--- config.mk ---
export PLATFORM = sky130hd
export DESIGN_NAME = scl_clock_sync
export DESIGN_NICKNAME = d
export VERILOG_FILES = /design/src/rtl/scl_sync_pkg.sv /design/src/rtl/scl_period_clamp.sv /design/src/rtl/scl_phase_counter.sv /design/src/rtl/scl_phase_fsm.sv /design/src/rtl/scl_clock_sync.sv
export SDC_FILE = /design/constraint.sdc
export NUM_CORES = 1
export LEC_CHECK = 0
export ABC_CLOCK_PERIOD_IN_PS = 5740
export BUFFER_PORTS_ARGS = -buffer_cell sky130_fd_sc_hd__buf_2
export CORE_ASPECT_RATIO = 0.8
export CORE_MARGIN = 8
export CORE_UTILIZATION = 47
export CTS_BUF_LIST = sky130_fd_sc_hd__clkbuf_16
export DETAILED_ROUTE_END_ITERATION = 8
export PLACE_DENSITY = 0.69
export SYNTH_ARGS = -nofsm -noshare
export SYNTH_HDL_FRONTEND = slang
export SYNTH_SLANG_ARGS = --single-unit
--- constraint.sdc ---
create_clock -name clk_i -period 5.74 [get_ports clk_i]
set_input_delay 0.287 -clock clk_i [delete_from_list [all_inputs] [get_ports clk_i]]
set_output_delay 0.287 -clock clk_i [all_outputs]
set_load 0.05 [all_outputs]
--- src/rtl/scl_sync_pkg.sv ---
package scl_sync_pkg;
  typedef enum logic [1:0] {
    ST_OFF  = 2'd0,
    ST_LOW  = 2'd1,
    ST_WAIT = 2'd2,
    ST_HIGH = 2'd3
  } scl_phase_e;

  localparam int unsigned NUM_PHASES = 2;
  localparam int unsigned PH_LOW     = 0;
  localparam int unsigned PH_HIGH    = 1;
endpackage

--- src/rtl/scl_period_clamp.sv ---
module scl_period_clamp #(
  parameter int unsigned W       = 16,
  parameter int unsigned MIN_VAL = 4
) (
  input  logic [W-1:0] raw_i,
  output logic [W-1:0] eff_o
);
  localparam logic [W-1:0] MinV = W'(MIN_VAL);

  always_comb begin
    eff_o = (raw_i < MinV) ? MinV : raw_i;
  end
endmodule

--- src/rtl/scl_phase_counter.sv ---
module scl_phase_counter #(
  parameter int unsigned W = 16
) (
  input  logic         clk_i,
  input  logic         rst_ni,
  input  logic         clr_i,
  input  logic [W-1:0] limit_i,
  output logic         done_o
);
  logic [W-1:0] cnt_q;
  logic [W-1:0] last_v;

  // limit is at least the clamp minimum, so no underflow
  assign last_v = limit_i - W'(1);
  // >= keeps a lowered limit from letting the count run past it
  assign done_o = (cnt_q >= last_v);

  always_ff @(posedge clk_i or negedge rst_ni) begin
    if (!rst_ni)      cnt_q <= '0;
    else if (clr_i)   cnt_q <= '0;
    else if (!done_o) cnt_q <= cnt_q + W'(1);
  end
endmodule

--- src/rtl/scl_phase_fsm.sv ---
module scl_phase_fsm
  import scl_sync_pkg::*;
(
  input  logic       clk_i,
  input  logic       rst_ni,
  input  logic       en_i,
  input  logic       scl_i,
  input  logic       done_i,
  output scl_phase_e phase_o,
  output logic       clr_o,
  output logic       drive_low_o,
  output logic       rise_o,
  output logic       fall_o
);
  scl_phase_e ph_q, ph_d;
  logic rise_q, fall_q;

  always_comb begin
    ph_d = ph_q;
    if (!en_i) begin
      ph_d = ST_OFF;
    end else begin
      unique case (ph_q)
        ST_OFF:  ph_d = ST_LOW;
        ST_LOW:  if (done_i) ph_d = ST_WAIT;
        // released: hold off until the line really reads high
        ST_WAIT: if (scl_i) ph_d = ST_HIGH;
        // another device pulling low ends our high phase at once
        ST_HIGH: if (!scl_i || done_i) ph_d = ST_LOW;
        default: ph_d = ST_OFF;
      endcase
    end
  end

  always_ff @(posedge clk_i or negedge rst_ni) begin
    if (!rst_ni) begin
      ph_q   <= ST_OFF;
      rise_q <= 1'b0;
      fall_q <= 1'b0;
    end else begin
      ph_q   <= ph_d;
      rise_q <= (ph_d == ST_HIGH) && (ph_q != ST_HIGH);
      fall_q <= (ph_d == ST_LOW) && (ph_q != ST_LOW);
    end
  end

  assign clr_o       = (ph_d != ph_q) || !en_i;
  assign phase_o     = ph_q;
  assign drive_low_o = (ph_q == ST_LOW);
  assign rise_o      = rise_q;
  assign fall_o      = fall_q;
endmodule

--- src/rtl/scl_clock_sync.sv ---
module scl_clock_sync
  import scl_sync_pkg::*;
#(
  parameter int unsigned PERIOD_W   = 16,
  parameter int unsigned MIN_PERIOD = 4
) (
  input  logic                clk_i,
  input  logic                rst_ni,
  input  logic                en_i,
  input  logic [PERIOD_W-1:0] low_cnt_i,
  input  logic [PERIOD_W-1:0] high_cnt_i,
  input  logic                scl_i,
  output logic                scl_drive_low_o,
  output logic                scl_rise_o,
  output logic                scl_fall_o
);
  logic [PERIOD_W-1:0] raw_per [NUM_PHASES];
  logic [PERIOD_W-1:0] eff_per [NUM_PHASES];
  logic [PERIOD_W-1:0] limit;
  scl_phase_e          phase;
  logic                cnt_clr, cnt_done;

  assign raw_per[PH_LOW]  = low_cnt_i;
  assign raw_per[PH_HIGH] = high_cnt_i;

  for (genvar g = 0; g < NUM_PHASES; g++) begin : g_clamp
    scl_period_clamp #(
      .W       (PERIOD_W),
      .MIN_VAL (MIN_PERIOD)
    ) u_clamp (
      .raw_i (raw_per[g]),
      .eff_o (eff_per[g])
    );
  end

  assign limit = (phase == ST_HIGH) ? eff_per[PH_HIGH] : eff_per[PH_LOW];

  scl_phase_counter #(.W(PERIOD_W)) u_cnt (
    .clk_i   (clk_i),
    .rst_ni  (rst_ni),
    .clr_i   (cnt_clr),
    .limit_i (limit),
    .done_o  (cnt_done)
  );

  scl_phase_fsm u_fsm (
    .clk_i       (clk_i),
    .rst_ni      (rst_ni),
    .en_i        (en_i),
    .scl_i       (scl_i),
    .done_i      (cnt_done),
    .phase_o     (phase),
    .clr_o       (cnt_clr),
    .drive_low_o (scl_drive_low_o),
    .rise_o      (scl_rise_o),
    .fall_o      (scl_fall_o)
  );
endmodule


==> impl_metrics.ini <==
[sta]
holdWs_ns = -0.0191
slew_headroom_pct = 45.7
grt_setup_unrepaired = false
finalHoldViolations = 20
setup_viol = 0
tightest_slew_ns = 0.809
period_minus_slack_ns = 4.82
fmax_ghz = 0.207
finClkSkew_ns = 0.00285
tns_ns = 0
slew_violations = 0
fin_crit_sh_pct = 84.0

[floorplan]
die_height_um = 76.3
die_area_mm2 = 0.00697
core_mm2 = 0.00449
fp-row-count = 22
initial_utilization_pct = 47.6
ios = 39
fp.dieW_um = 91.3

[final_layout]
drive_above_1_share_pct = 18.1
area_growth_pct = 15.7
n_fill_cell = 426
stdcell_area_mm2 = 0.00247
instances_no_fill = 364
diodes = 0
fin_nets = 359

[logic_synthesis]
synth_ff_type = dfrtp_1
synth-edff-count = 0
seq_area_frac_synth_pct = 23.4
syn_inst = 266
ys_ff_latch = 20
syn_avg_cell_area_um2 = 8.02
synth-async-reset-ratio_pct = 100
synthAdderAreaFrac_pct = 10.6
yosysUniqueCellTypes = 51
synth-compound-area-share_pct = 17.9
synth_top_family_by_area = simple AND/OR/NAND/NOR gates
yosysWarnings = 0
synth_simple_gate_area_share_pct = 31.9
synth_area_mm2 = 0.00213
synthesis.nets = 320
synthMuxAreaShare_pct = 5.16
synth_xor_area_share_pct = 9.03

[place]
port_buffers = 38
hpwl_um = 4580
postPlaceCellArea_mm2 = 0.00239
gp_congestion = 0.903
dp.cells = 360

[clocking]
worstSkewPairLatency_ns = 0.25
clock-sinks = 20
cts_tree = yes
clockBufferDepth = 2
clk_pin_slew_worst_paths_ns = 0.06
cts_max_level = 1
post-cts-setup-buffer-count = 0
cts_resized = 0
cts_root_buf = clkbuf_16
cts_hold_buf = 0
cts_made_buffers = 3

[route]
drt_iter0_markers = 93
ant_nets = 0
drc = 0
totalWireLength_um = 5670
vias = 2130
vias_per_cell = 5.85
wire_per_inst_um = 15.6
first_pass_iters = 4

[global_route]
grt.total_usage_pct = 16.3
grt_overflow_total = 0
grt_busiest_layer = met2
global_route.usage.met2_pct = 25.0
grt_max_degree = 21
grtUsageMet3_pct = 3.84
first_global_vias = 2019
use_met1_pct = 23.2
grt_first_pass_wirelength_um = 9610
antenna_found_initial = 0

[critical_path]
worstRegToRegCells = 16
path_max_fanout = 9
required_ns = 5.91
crit_arrival_ns = 5.00
end_kind = flip-flop
critPathLaunchType = primary input
criticalPathCategory = in -> reg

[hold_path]
hold_path.class = in -> async

[power_and_ir_drop]
p_per_area_mw_per_mm2 = 144
p_leak_uw = 0.00105
ir_drop_uv = 114
p_int_uw = 263
swShare_pct = 26.2
comb_power_share_pct = 18.5
power_frac_seq_pct = 40.6
switching_power_uw = 93.2
power.share.clock_pct = 40.9

[status]
outcome = finished, violations left
violations = negative hold slack

[job]
cap_violations = 0
==> power groups by stage <==
stage	Clock (uW)	Sequential (uW)	Combinational, uW
after detailed placement	0	147	65.7
final	146	145	66.0
after floorplan	0	147	35.6
after global routing	153	145	73.2
after CTS	148	145	66.0
after global placement	0	147	64.7
==> routing by layer <==
layer / up-vias / routed length [um]
met5: - / 0
met4: 0 / 14
met3: 5 / 416
met2: 58 / 2480
met1: 998 / 2750
li1: 1069 / -
==> cell type report <==
type	instances	area, um^2	area share (%)
clock buffers	3	75.1	3.04
clock inverters	1	3.75	0.152
inverters	5	18.8	0.760
multi-input cells	235	1590	64.4
flip-flops and latches	20	500	20.3
well taps	60	75.1	3.04
repair buffers	40	205	8.31
==> logic make-up (layout without fill, tap and decap cells) <==
logic type / Yosys count / in the layout
xor+xnor: 22 / 22
simple gates: 127 / 127
mux: 11 / 11
flops: 20 / 20
buf+inv: 11 / 49
fa+ha+maj: 18 / 18
compound gates: 57 / 57
==> cell usage after synthesis (all sizes together), types with 2 or more instances <==
master / number / area, um^2
o21ai: 17 / 85.1
or4: 5 / 45.0
or3: 10 / 62.6
and3: 6 / 37.5
nand4: 3 / 25.0
dfrtp: 20 / 500
nand2b: 2 / 12.5
o31ai: 2 / 15.0
ha: 18 / 225
nand2: 26 / 97.6
o22ai: 2 / 12.5
xnor2: 14 / 123
nor4: 8 / 65.1
or2: 3 / 18.8
nor4bb: 3 / 30.0
a21oi: 15 / 78.8
nor2: 31 / 119
clkbuf: 5 / 18.8
nor2b: 3 / 18.8
o2111ai: 2 / 17.5
inv: 5 / 18.8
mux2i: 11 / 110
xor2: 8 / 70.1
nand3: 13 / 70.1
nor3: 11 / 55.1
a211oi: 4 / 35.0
a31oi: 2 / 12.5
o211ai: 2 / 15.0
==> worst max-delay path: stages <==
cell      delay (ns)
buf_2           0.11
or4_4           0.55
nor4_4          0.39
nor2_1          0.07
a22oi_1         0.20
ha_1            0.24
nand3_1         0.09
nor2_1          0.43
o211ai_1        0.18
xnor2_1         0.15
mux2i_1         0.16
ha_1            0.26
o21ai_0         0.39
nor2_1          0.16
nor3_1          0.48
nand4_2         0.29
or3_1           0.41
a21oi_1         0.15
==> cell usage in the layout, fill, tap and decap left out, types with 2 or more instances in the layout <==
cell type / instances
a211oi_1: 3
a21oi_1: 14
a31oi_1: 2
and3_1: 6
buf_2: 38
buf_4: 2
clkbuf_16: 3
dfrtp_1: 20
ha_1: 18
inv_1: 5
mux2i_1: 11
nand2_1: 26
nand2b_1: 2
nand3_1: 12
nand4_1: 2
nor2_1: 30
nor2b_1: 3
nor3_1: 11
nor4_1: 7
nor4bb_1: 3
o2111ai_1: 2
o211ai_1: 2
o21ai_0: 16
o22ai_1: 2
o31ai_1: 2
or2_2: 3
or3_1: 10
or4_1: 3
or4_4: 2
xnor2_1: 14
xor2_1: 8
==> worst paths after layout <==
kind | startpoint | endpoint | slack, ns
worst max-delay path | high_cnt_i[6] | u_cnt.cnt_q[8] | 0.92
worst min-delay path | rst_ni | u_cnt.cnt_q[7] | -0.02
worst max register to register | u_fsm.phase_o[1] | u_cnt.cnt_q[8] | 1.03
worst min register to register | u_cnt.cnt_q[15] | u_cnt.cnt_q[15] | 0.59
max in group asynchronous | rst_ni | u_cnt.cnt_q[10] | 5.44
min in group clk_i | scl_i | u_fsm.rise_o | 0.29
==> sequential cells by signal, summed over array words and instances (netlist names) <==
name and cells:
u_fsm.fall_o 1, u_fsm.phase_o 2, u_cnt.cnt_q 16, u_fsm.rise_o 1
==> stage by stage <==
stage,power (uW),util (%),worst slack (ns)
finish,356,55.0,0.917
global route,371,55.0,0.471
CTS,359,55.0,0.984
detailed placement,213,53.3,0.748
global placement,212,53.3,0.828
floorplan,183,-,1.62
Note: power is estimated with default switching activity, not from simulation.
